<file path="src/rtl/ltsup_pkg.sv">
package ltsup_pkg;

    typedef enum logic [3:0] {
        S_IDLE,
        S_RD_BUS,
        S_WR_BUS,
        S_RD_CAP,
        S_WR_CAP,
        S_POLL,
        S_RXV_RD,
        S_EVAL,
        S_OVR_RD1,
        S_OVR_SET,
        S_OVR_HOLD,
        S_OVR_RD2,
        S_OVR_CLR,
        S_GAP,
        S_UP,
        S_FAIL
    } ltsup_state_e;

    typedef struct packed {
        ltsup_state_e st;
        logic [31:0]  hold;
        logic         ltssm_en;
    } ltsup_regs_t;

    // configuration space word addresses
    localparam logic [11:0] CFG_BUS_ADDR = 12'h018;
    localparam logic [11:0] CFG_CAP_ADDR = 12'h07C;

    // PHY register addresses
    localparam logic [15:0] PHY_RXV_ADDR = 16'h100D;
    localparam logic [15:0] PHY_OVR_ADDR = 16'h1005;

endpackage

</file>
<file path="src/rtl/ltsup_status_decode.sv">
module ltsup_status_decode #(
    parameter int          UP_BIT     = 4,
    parameter int          TRAIN_BIT  = 29,
    parameter int          CODE_W     = 6,
    parameter logic [5:0]  STUCK_CODE = 6'h0D
) (
    input  logic [31:0] dbg0,
    input  logic [31:0] dbg1,
    input  logic        rx_valid,
    output logic        link_ok,
    output logic        stuck
);
    logic [CODE_W-1:0] code;
    logic              unused_dbg;

    assign code    = dbg0[CODE_W-1:0];
    assign link_ok = dbg1[UP_BIT] && !dbg1[TRAIN_BIT];
    assign stuck   = !rx_valid && (code == STUCK_CODE[CODE_W-1:0]);

    assign unused_dbg = ^{dbg0, dbg1};
endmodule

</file>
<file path="src/rtl/ltsup_down_timer.sv">
module ltsup_down_timer #(
    parameter int W = 8
) (
    input  logic         clk,
    input  logic         rst_n,
    input  logic         load,
    input  logic [W-1:0] load_val,
    output logic         zero
);
    logic [W-1:0] cnt_d, cnt_q;

    always_comb begin
        cnt_d = cnt_q;
        if (load) begin
            cnt_d = load_val - W'(1);
        end else if (cnt_q != '0) begin
            cnt_d = cnt_q - W'(1);
        end
    end

    always_ff @(posedge clk or negedge rst_n) begin
        if (!rst_n) cnt_q <= '0;
        else        cnt_q <= cnt_d;
    end

    assign zero = (cnt_q == '0);
endmodule

</file>
<file path="src/rtl/ltsup_poll_counter.sv">
module ltsup_poll_counter #(
    parameter int MAX_POLLS = 4000,
    parameter int W         = 12
) (
    input  logic clk,
    input  logic rst_n,
    input  logic clr,
    input  logic inc,
    output logic last
);
    logic [W-1:0] cnt_d, cnt_q;

    always_comb begin
        cnt_d = cnt_q;
        if (clr)      cnt_d = '0;
        else if (inc) cnt_d = cnt_q + W'(1);
    end

    always_ff @(posedge clk or negedge rst_n) begin
        if (!rst_n) cnt_q <= '0;
        else        cnt_q <= cnt_d;
    end

    assign last = (cnt_q == W'(MAX_POLLS - 1));
endmodule

</file>
<file path="src/rtl/link_train_sup.sv">
module link_train_sup #(
    parameter int          POLL_CYCLES = 1250,
    parameter int          HOLD_CYCLES = 375000,
    parameter int          MAX_POLLS   = 4000,
    parameter int          SUB_LSB     = 16,
    parameter logic [7:0]  SUB_VAL     = 8'hFF,
    parameter logic [3:0]  SPEED_VAL   = 4'h1,
    parameter int          OVR_DATA_BIT = 5,
    parameter int          OVR_PLL_BIT  = 3
) (
    input  logic        clk,
    input  logic        rst_n,
    input  logic        start,
    input  logic [31:0] dbg0,
    input  logic [31:0] dbg1,
    output logic        cfg_req,
    output logic        cfg_wr,
    output logic [11:0] cfg_addr,
    output logic [31:0] cfg_wdata,
    input  logic [31:0] cfg_rdata,
    input  logic        cfg_ack,
    output logic        phy_req,
    output logic        phy_wr,
    output logic [15:0] phy_addr,
    output logic [15:0] phy_wdata,
    input  logic [15:0] phy_rdata,
    input  logic        phy_ack,
    output logic        ltssm_en,
    output logic        link_up,
    output logic        fail
);
    import ltsup_pkg::*;

    localparam int TMR_MAX = (HOLD_CYCLES > POLL_CYCLES) ? HOLD_CYCLES : POLL_CYCLES;
    localparam int TMR_W   = $clog2(TMR_MAX + 1);
    localparam int PC_W    = $clog2(MAX_POLLS + 1);
    localparam logic [31:0] SUB_MASK = 32'h0000_00FF << SUB_LSB;
    localparam logic [31:0] SUB_SET  = 32'(SUB_VAL) << SUB_LSB;
    localparam logic [15:0] OVR_MASK = (16'h1 << OVR_DATA_BIT) | (16'h1 << OVR_PLL_BIT);

    ltsup_regs_t r_d, r_q;

    logic             link_ok, stuck;
    logic             tmr_load, tmr_zero;
    logic [TMR_W-1:0] tmr_val;
    logic             pc_clr, pc_inc, pc_last;

    ltsup_status_decode u_decode (
        .dbg0     (dbg0),
        .dbg1     (dbg1),
        .rx_valid (r_q.hold[0]),
        .link_ok  (link_ok),
        .stuck    (stuck)
    );

    ltsup_down_timer #(.W(TMR_W)) u_timer (
        .clk      (clk),
        .rst_n    (rst_n),
        .load     (tmr_load),
        .load_val (tmr_val),
        .zero     (tmr_zero)
    );

    ltsup_poll_counter #(.MAX_POLLS(MAX_POLLS), .W(PC_W)) u_polls (
        .clk   (clk),
        .rst_n (rst_n),
        .clr   (pc_clr),
        .inc   (pc_inc),
        .last  (pc_last)
    );

    always_comb begin
        r_d       = r_q;
        tmr_load  = 1'b0;
        tmr_val   = TMR_W'(POLL_CYCLES);
        pc_clr    = 1'b0;
        pc_inc    = 1'b0;
        cfg_req   = 1'b0;
        cfg_wr    = 1'b0;
        cfg_addr  = CFG_BUS_ADDR;
        cfg_wdata = '0;
        phy_req   = 1'b0;
        phy_wr    = 1'b0;
        phy_addr  = PHY_RXV_ADDR;
        phy_wdata = '0;

        case (r_q.st)
            S_IDLE: begin
                pc_clr = 1'b1;
                if (start) r_d.st = S_RD_BUS;
            end
            S_RD_BUS: begin
                cfg_req  = 1'b1;
                cfg_addr = CFG_BUS_ADDR;
                if (cfg_ack) begin
                    r_d.hold = cfg_rdata;
                    r_d.st   = S_WR_BUS;
                end
            end
            S_WR_BUS: begin
                cfg_req   = 1'b1;
                cfg_wr    = 1'b1;
                cfg_addr  = CFG_BUS_ADDR;
                cfg_wdata = (r_q.hold & ~SUB_MASK) | SUB_SET;
                if (cfg_ack) r_d.st = S_RD_CAP;
            end
            S_RD_CAP: begin
                cfg_req  = 1'b1;
                cfg_addr = CFG_CAP_ADDR;
                if (cfg_ack) begin
                    r_d.hold = cfg_rdata;
                    r_d.st   = S_WR_CAP;
                end
            end
            S_WR_CAP: begin
                cfg_req   = 1'b1;
                cfg_wr    = 1'b1;
                cfg_addr  = CFG_CAP_ADDR;
                cfg_wdata = {r_q.hold[31:4], SPEED_VAL};
                if (cfg_ack) begin
                    r_d.ltssm_en = 1'b1;
                    r_d.st       = S_POLL;
                end
            end
            S_POLL: begin
                if (link_ok) r_d.st = S_UP;
                else         r_d.st = S_RXV_RD;
            end
            S_RXV_RD: begin
                phy_req  = 1'b1;
                phy_addr = PHY_RXV_ADDR;
                if (phy_ack) begin
                    r_d.hold = 32'(phy_rdata);
                    r_d.st   = S_EVAL;
                end
            end
            S_EVAL: begin
                if (stuck) begin
                    r_d.st = S_OVR_RD1;
                end else begin
                    tmr_load = 1'b1;
                    tmr_val  = TMR_W'(POLL_CYCLES);
                    r_d.st   = S_GAP;
                end
            end
            S_OVR_RD1: begin
                phy_req  = 1'b1;
                phy_addr = PHY_OVR_ADDR;
                if (phy_ack) begin
                    r_d.hold = 32'(phy_rdata);
                    r_d.st   = S_OVR_SET;
                end
            end
            S_OVR_SET: begin
                phy_req   = 1'b1;
                phy_wr    = 1'b1;
                phy_addr  = PHY_OVR_ADDR;
                phy_wdata = r_q.hold[15:0] | OVR_MASK;
                if (phy_ack) begin
                    tmr_load = 1'b1;
                    tmr_val  = TMR_W'(HOLD_CYCLES);
                    r_d.st   = S_OVR_HOLD;
                end
            end
            S_OVR_HOLD: begin
                if (tmr_zero) r_d.st = S_OVR_RD2;
            end
            S_OVR_RD2: begin
                phy_req  = 1'b1;
                phy_addr = PHY_OVR_ADDR;
                if (phy_ack) begin
                    r_d.hold = 32'(phy_rdata);
                    r_d.st   = S_OVR_CLR;
                end
            end
            S_OVR_CLR: begin
                phy_req   = 1'b1;
                phy_wr    = 1'b1;
                phy_addr  = PHY_OVR_ADDR;
                phy_wdata = r_q.hold[15:0] & ~OVR_MASK;
                if (phy_ack) begin
                    tmr_load = 1'b1;
                    tmr_val  = TMR_W'(POLL_CYCLES);
                    r_d.st   = S_GAP;
                end
            end
            S_GAP: begin
                if (tmr_zero) begin
                    if (pc_last) begin
                        r_d.st = S_FAIL;
                    end else begin
                        pc_inc = 1'b1;
                        r_d.st = S_POLL;
                    end
                end
            end
            S_UP:    r_d.st = S_UP;
            S_FAIL:  r_d.st = S_FAIL;
            default: r_d.st = S_IDLE;
        endcase
    end

    always_ff @(posedge clk or negedge rst_n) begin
        if (!rst_n) begin
            r_q.st       <= S_IDLE;
            r_q.hold     <= '0;
            r_q.ltssm_en <= 1'b0;
        end else begin
            r_q <= r_d;
        end
    end

    assign ltssm_en = r_q.ltssm_en;
    assign link_up  = (r_q.st == S_UP);
    assign fail     = (r_q.st == S_FAIL);

endmodule

</file>
<file path="config.mk">
export PLATFORM = sky130hd
export DESIGN_NAME = link_train_sup
export DESIGN_NICKNAME = d
export VERILOG_FILES = /design/src/rtl/ltsup_pkg.sv /design/src/rtl/ltsup_status_decode.sv /design/src/rtl/ltsup_down_timer.sv /design/src/rtl/ltsup_poll_counter.sv /design/src/rtl/link_train_sup.sv
export SDC_FILE = /design/constraint.sdc
export NUM_CORES = 1
export LEC_CHECK = 0
export ABC_AREA = 1
export CAP_MARGIN = 0
export CORE_MARGIN = 1
export CORE_UTILIZATION = 42
export DETAILED_ROUTE_END_ITERATION = 12
export PLACE_DENSITY = 0.81
export SYNTH_ARGS = -nofsm -noshare
export SYNTH_HDL_FRONTEND = slang
export SYNTH_SLANG_ARGS = --single-unit
</file>
<file path="constraint.sdc">
create_clock -name clk -period 2.9 [get_ports clk]
set_input_delay 0.58 -clock clk [delete_from_list [all_inputs] [get_ports clk]]
set_output_delay 0.58 -clock clk [all_outputs]
set_load 0.01 [all_outputs]
</file>
[Word level (Yosys, flattened, before mapping)]
Index checks and enable logic that the tools add are counted.
Word-level totals
  flip-flop bits (word level): 68
  bits of input ports: 117
  output and inout bits: 83
  logic and storage cells: 94
Cells by class
  $add $sub $neg: 3
  equal/unequal tests: 29
  multiplexer cells: 38
  reduce and logical (&&, ||, !) cells: 19
Operators with widths (count)
  $mux W36: 5
  $pmux W32 S5: 1
  $mux W19: 4
  $pmux W32 S2: 1
  $pmux W4 S16: 1
  $mux W4: 10
  $sub A19 B1 Y19 const B: 2
  $eq A4 B4 Y1 const B: 8
  $pmux W16 S2: 1
  $mux W12: 2
  $ne A2 B2 Y1 const B: 12
  $logic_not A19 Y1: 1
  $reduce_bool A19 Y1: 1
  $eq A4 B3 Y1 const B: 4
  $add A12 B1 Y12 const B: 1
  $eq A12 B12 Y1 const B: 1
  $reduce_and A12 Y1: 1
  $mux W1: 10
  $eq A4 B2 Y1 const B: 2
  $reduce_or A4 Y1: 2
  $mux W7: 1
  $eq A6 B4 Y1 const B: 1
  $reduce_and A6 Y1: 1
  $reduce_or A2 Y1: 3
  10 further kinds: 13

[Logic depth before layout (Yosys ltp)]
  depth after elaboration: 6
  mapped depth: 18
  mapped depth without buffers: 16

[Modules after synthesis]
A second synthesis with hierarchy kept.
Second synthesis, totals
  cell total of the unflattened synthesis: 786
  area, all modules: 5064.9 sq um
Modules (own cells, without submodules)
  link_train_sup: instances 1, cells an instance 440, area an instance 2748.9 sq um, seq. area each 925.9 sq um
  ltsup_down_timer: instances 1, cells an instance 250, area an instance 1599.0 sq um, seq. area each 475.5 sq um
  ltsup_poll_counter: instances 1, cells an instance 87, area an instance 683.2 sq um, seq. area each 300.3 sq um
  ltsup_status_decode: instances 1, cells an instance 9, area an instance 33.8 sq um, seq. area each 0.0 sq um

[Worst setup path before layout]
Ideal clock, no wire load.
  path type: register to register
  start: register r_q[33] (netlist name)
  end: register u_timer.cnt_q[18]
  library setup time: 0.119 ns
  arrival: 2.057 ns
  data required time: 2.781 ns
  path slack: 0.724 ns
  stages on the path, launching flop included: 18
  buffers on the path: 2
  period minus slack after synthesis: 2.176 ns
  cells stage by stage: dfrtp_1 buf_4 nor2_2 nand2_2 nand2_2 nand2_4 nand2_4 buf_6 nor2_1 inv_1 ha_1 nand2_1 nor2_1 nand3_1 nor2_1 nand3_1 nand2_1 nor2_1
Between the ends
  cells in the longest elaborated chain, start to end: 4
RTL lines
  start, declared: RTL line link_train_sup.sv:41  | ltsup_regs_t r_d, r_q;
  start signal, assigned: RTL line link_train_sup.sv:209  | r_q <= r_d;
  $eq A4 B4 Y1: RTL line link_train_sup.sv:87  | case (r_q.st)
  $mux W19 / $reduce_or A2 Y1 (equally long branches)
  $sub A19 B1 Y19 / $pmux W1 S2 (equally long branches): RTL line ltsup_down_timer.sv:15, link_train_sup.sv:87
  $mux W19 / $reduce_bool A2 Y1 (equally long branches)
  end signal, assigned: RTL line ltsup_down_timer.sv:23  | else cnt_q <= cnt_d;
  end, declared: RTL line ltsup_down_timer.sv:10  | logic [W-1:0] cnt_d, cnt_q;
Several ways; a longest one is shown, not always the timed one.
A chain may end at the register's enable or synchronous reset.

[Final worst setup path]
  start: register r_q[36] (netlist name)
  end: output cfg_wdata[5]
Between the ends
  cells in the longest elaborated chain, start to end: 2
RTL lines
  $eq A4 B3 Y1 / $eq A4 B2 Y1 (equally long branches): RTL line link_train_sup.sv:87
  $pmux W32 S2 *: RTL line link_train_sup.sv:87
  end, declared: RTL line link_train_sup.sv:19  | output logic [31:0] cfg_wdata,
Mark *: on every way between the ends. The rest lies on a longest branch, timed or not.

==> summary.txt <==
Die
  – Core box area: 9910 um^2
  – Die H: 103.9 um
  – Row cnt: 36
  – Die footprint: 10790 um^2
  – Die X: 103.9 um
  – Initial core utilization: 44.00%
  – # IOs: 200

Timing
  – Final Skew: 0.01182 ns
  – Fin crit period: 2.807 ns
  – Period utilisation layout: 96.81%
  – Worst slew pin tran: 1.165 ns
  – Final hold violation count: 0
  – TNS Setup: 0 ns
  – Fmax: 0.3562 GHz
  – Fin. max-slew vios: 0
  – Worst setup margin: 0.09253 ns
  – Finish-stage setup viols: 0
  – Slew margin rel.: 21.88%

Place
  – Pre-CTS WS: -0.09596 ns
  – Number of port buffers: 119
  – Placed Cells: 883
  – Final HPWL from detailed placement: 9.033 mm
  – RD Place Congestion: 0.8709

Clock tree
  – Clk_lat worst skew: 0.35 ns
  – Hold Buf Count CTS: 0
  – CTS Sinks: 68
  – CTS Buffer Depth: 2
  – H-tree levels: 3
  – Clock Tree Root: clkbuf_8
  – Worst-path clk slew: 0.08 ns
  – CTS tree: yes
  – CTS Buf Count: 9

Synthesis
  – Main combinational cell family by area after synthesis: simple AND/OR/NAND/NOR gates
  – Compound-cell area share of the yosys netlist: 10.39%
  – Post-synthesis mux area share: 0%
  – Avg Cell Area, Syn: 6.845 um^2
  – Ys async rst share: 100.0%
  – Mapped Cells: 637
  – Yosys warnings: 0
  – Number of synthesized flops with an enable pin: 0
  – Cell variety after synth: 36
  – Fraction of the mapped netlist area in adder cells: 0.5739%
  – Main synth FF type: dfrtp_1
  – Register area share after synthesis: 39.02%
  – Yosys reg bits: 68
  – Synth Area in XOR/XNOR: 1.607%
  – Post-synthesis simple-gate area fraction: 34.32%
  – Mapped Area: 4360 um^2

Finish
  – Reg area: 1705 um^2
  – Fin cells: 907
  – Area grow syn2layout: 38.74%
  – Area occupied by multi-input gates: 2175 um^2
  – Antenna Cells: 0
  – Nets: 888
  – # fillers: 895
  – Layout cells sized above 1: 9.948%

Worst setup path
  – Worst-path cell chain: inv_2 > nand2_1 > inv_2 > nand2_1 > nand2_4 > clkinvlp_4 > buf_4 > nor2_1 > clkdlybuf4s50_1
  – Critical Path End Type: output port
  – Worst Setup SP: r_q[36]
  – CP arrival: 2.23 ns
  – R2R Setup Slk: 0.30 ns
  – Worst R2R End: r_q[3]
  – CP bufs+invs: 5
  – R2R Path Start: r_q[34]
  – Critical Path Source Type: flip-flop
  – Req. time, crit path: 2.32 ns
  – Depth of the most critical reg-to-reg path: 11
  – Slowest cell on crit path: clkdlybuf4s50_1
  – Crit-path leading delay family: buffers and inverters
  – Crit Path Max Fanout: 7
  – CP max stage delay: 0.54 ns
  – Setup Crit Path Kind: reg2out

Global route
  – Gr usage total: 23.43%
  – Largest net degree at the start of global routing: 69
  – Initial antenna violation count: 0
  – Vias in the first global route: 4201
  – Total gr overflow: 0
  – Global-route wire length before repair: 20.31 mm

Detailed routing
  – Vias per cell: 5.064
  – Routed Antenna Nets: 0
  – Drt drc: 0
  – First-pass DRT Iterations: 5
  – Via count: 4593
  – DRT iter0 DRCs: 347
  – DR WL/cell: 14.02 um
  – Final wirelength: 12.72 mm

Pwr
  – Leak: 3.223 nW
  – Overall Power: 5.939 mW
  – PwrDens: 981.8 nW/um^2
  – Peak supply drop: 0.4736 mV

Status
  – Status: complete, no violations

Worst hold path
  – Hold Path Class: in2async

Job
  – MaxCap Viol Count: 0
[how the worst max path moves through the flow]
stage / end / depth (start not counted)
global route: cfg_wdata[5] / 9
finish: cfg_wdata[5] / 9
CTS: cfg_wdata[7] / 7
detailed placement: r_q[3] / 6
floorplan: u_timer.cnt_q[18] / 17
global placement: r_q[7] / 6
[stage by stage]
| stage | util (%) | cell area [um^2] | hold WS (ns) |
|---|---|---|---|
| after floorplan | - | 4443 | 0.2844 |
| after global placement | 56.87 | 5635 | 0.4590 |
| after detailed placement | 56.87 | 5635 | 0.4704 |
| after CTS | 59.85 | 5931 | 0.4656 |
| after global routing | 61.05 | 6050 | 0.5224 |
| final | 61.05 | 6050 | 0.4192 |
[synthesized netlist by cell type (2+ instances only)]
cell	count	share of area (%)
o21ai_0	39	4.5
nor4_1	6	0.86
nand4_1	9	1.3
nand2_2	6	0.86
dfrtp_1	68	39
nand2_4	2	0.52
nor3_1	9	1.0
nor2_1	88	7.6
ha_1	2	0.57
nand3b_1	5	0.86
o21ai_1	31	3.6
conb_1	2	0.17
nor2_2	7	1.0
inv_2	8	0.69
inv_1	73	6.3
clkbuf_1	11	0.95
buf_2	5	0.57
buf_4	30	5.2
a21oi_1	10	1.1
xor2_1	8	1.6
nand2_1	153	13
nand3_1	51	5.9
[layout make-up]
cell class | instances | share of cell area [%]
tap | 133 | 2.751
inverter | 81 | 5.150
clock inverter | 6 | 1.448
sequential | 68 | 28.19
multi-input combinational | 464 | 35.95
timing repair buffer | 144 | 24.12
clock buffer | 10 | 2.275
timing repair inverter | 1 | 0.1241
[cells by family (layout without fill, tap and decap cells)]
kind of cell    count (synthesis)  in the layout
other cells                     2             24
compound gates                 87             87
simple gates                  342            343
flops                          68             68
xor+xnor                        8              8
buf+inv                       128            242
fa+ha+maj                       2              2
[power breakdown]
part           switching [mW]  internal (mW)  leakage [nW]
Sequential              0.213           1.34         0.849
Clock                   0.383          0.506         0.105
Combinational            2.11           1.39          2.27
[worst register-to-register path: stages (launching register included)]
cell and delay (ns):
dfrtp_2 0.48, inv_2 0.08, nor2_2 0.05, inv_1 0.13
nand3_1 0.11, nand2_2 0.09, inv_2 0.05, a22o_1 0.24
nor3_4 0.64, buf_4 0.40, nand2_1 0.13, o21ai_1 0.12
[state kept, by name, summed over array words and instances, names as in the netlist]
name / flops
u_timer.cnt_q: 19
ltssm_en: 1
r_q: 36
u_polls.cnt_q: 12
[cells in the final DEF (no fill, tap or decap), drive strengths merged, types with 2 or more instances in the layout]
master,Yosys,routed
a21oi,10,10
buf,36,26
bufinv,0,2
clkbuf,11,10
clkdlybuf4s50,0,92
clkinvlp,0,6
conb,2,24
dfrtp,68,68
dlymetal6s2s,0,26
ha,2,2
inv,81,79
nand2,161,161
nand3,51,51
nand3b,5,5
nand4,9,9
nor2,96,96
nor3,10,11
nor4,6,6
o21ai,70,70
xor2,8,8
[layer usage]
layer  up-vias  routed length, um  GRT usage, %
li1       2244                  -             -
met1      2113               5736         32.74
met2       210               5806         36.10
met3        26                861         3.070
met4         0                313         10.82
met5         -                  0             0
[repair_timing]
action                                  4_1_cts  5_1_grt
endpoints found under the setup margin       36       50
buffers inserted                              4        2
gates cloned                                  1        1
pin swaps                                     0        1
gates resized for setup                       8       33
(Power assumes the default switching activity.)
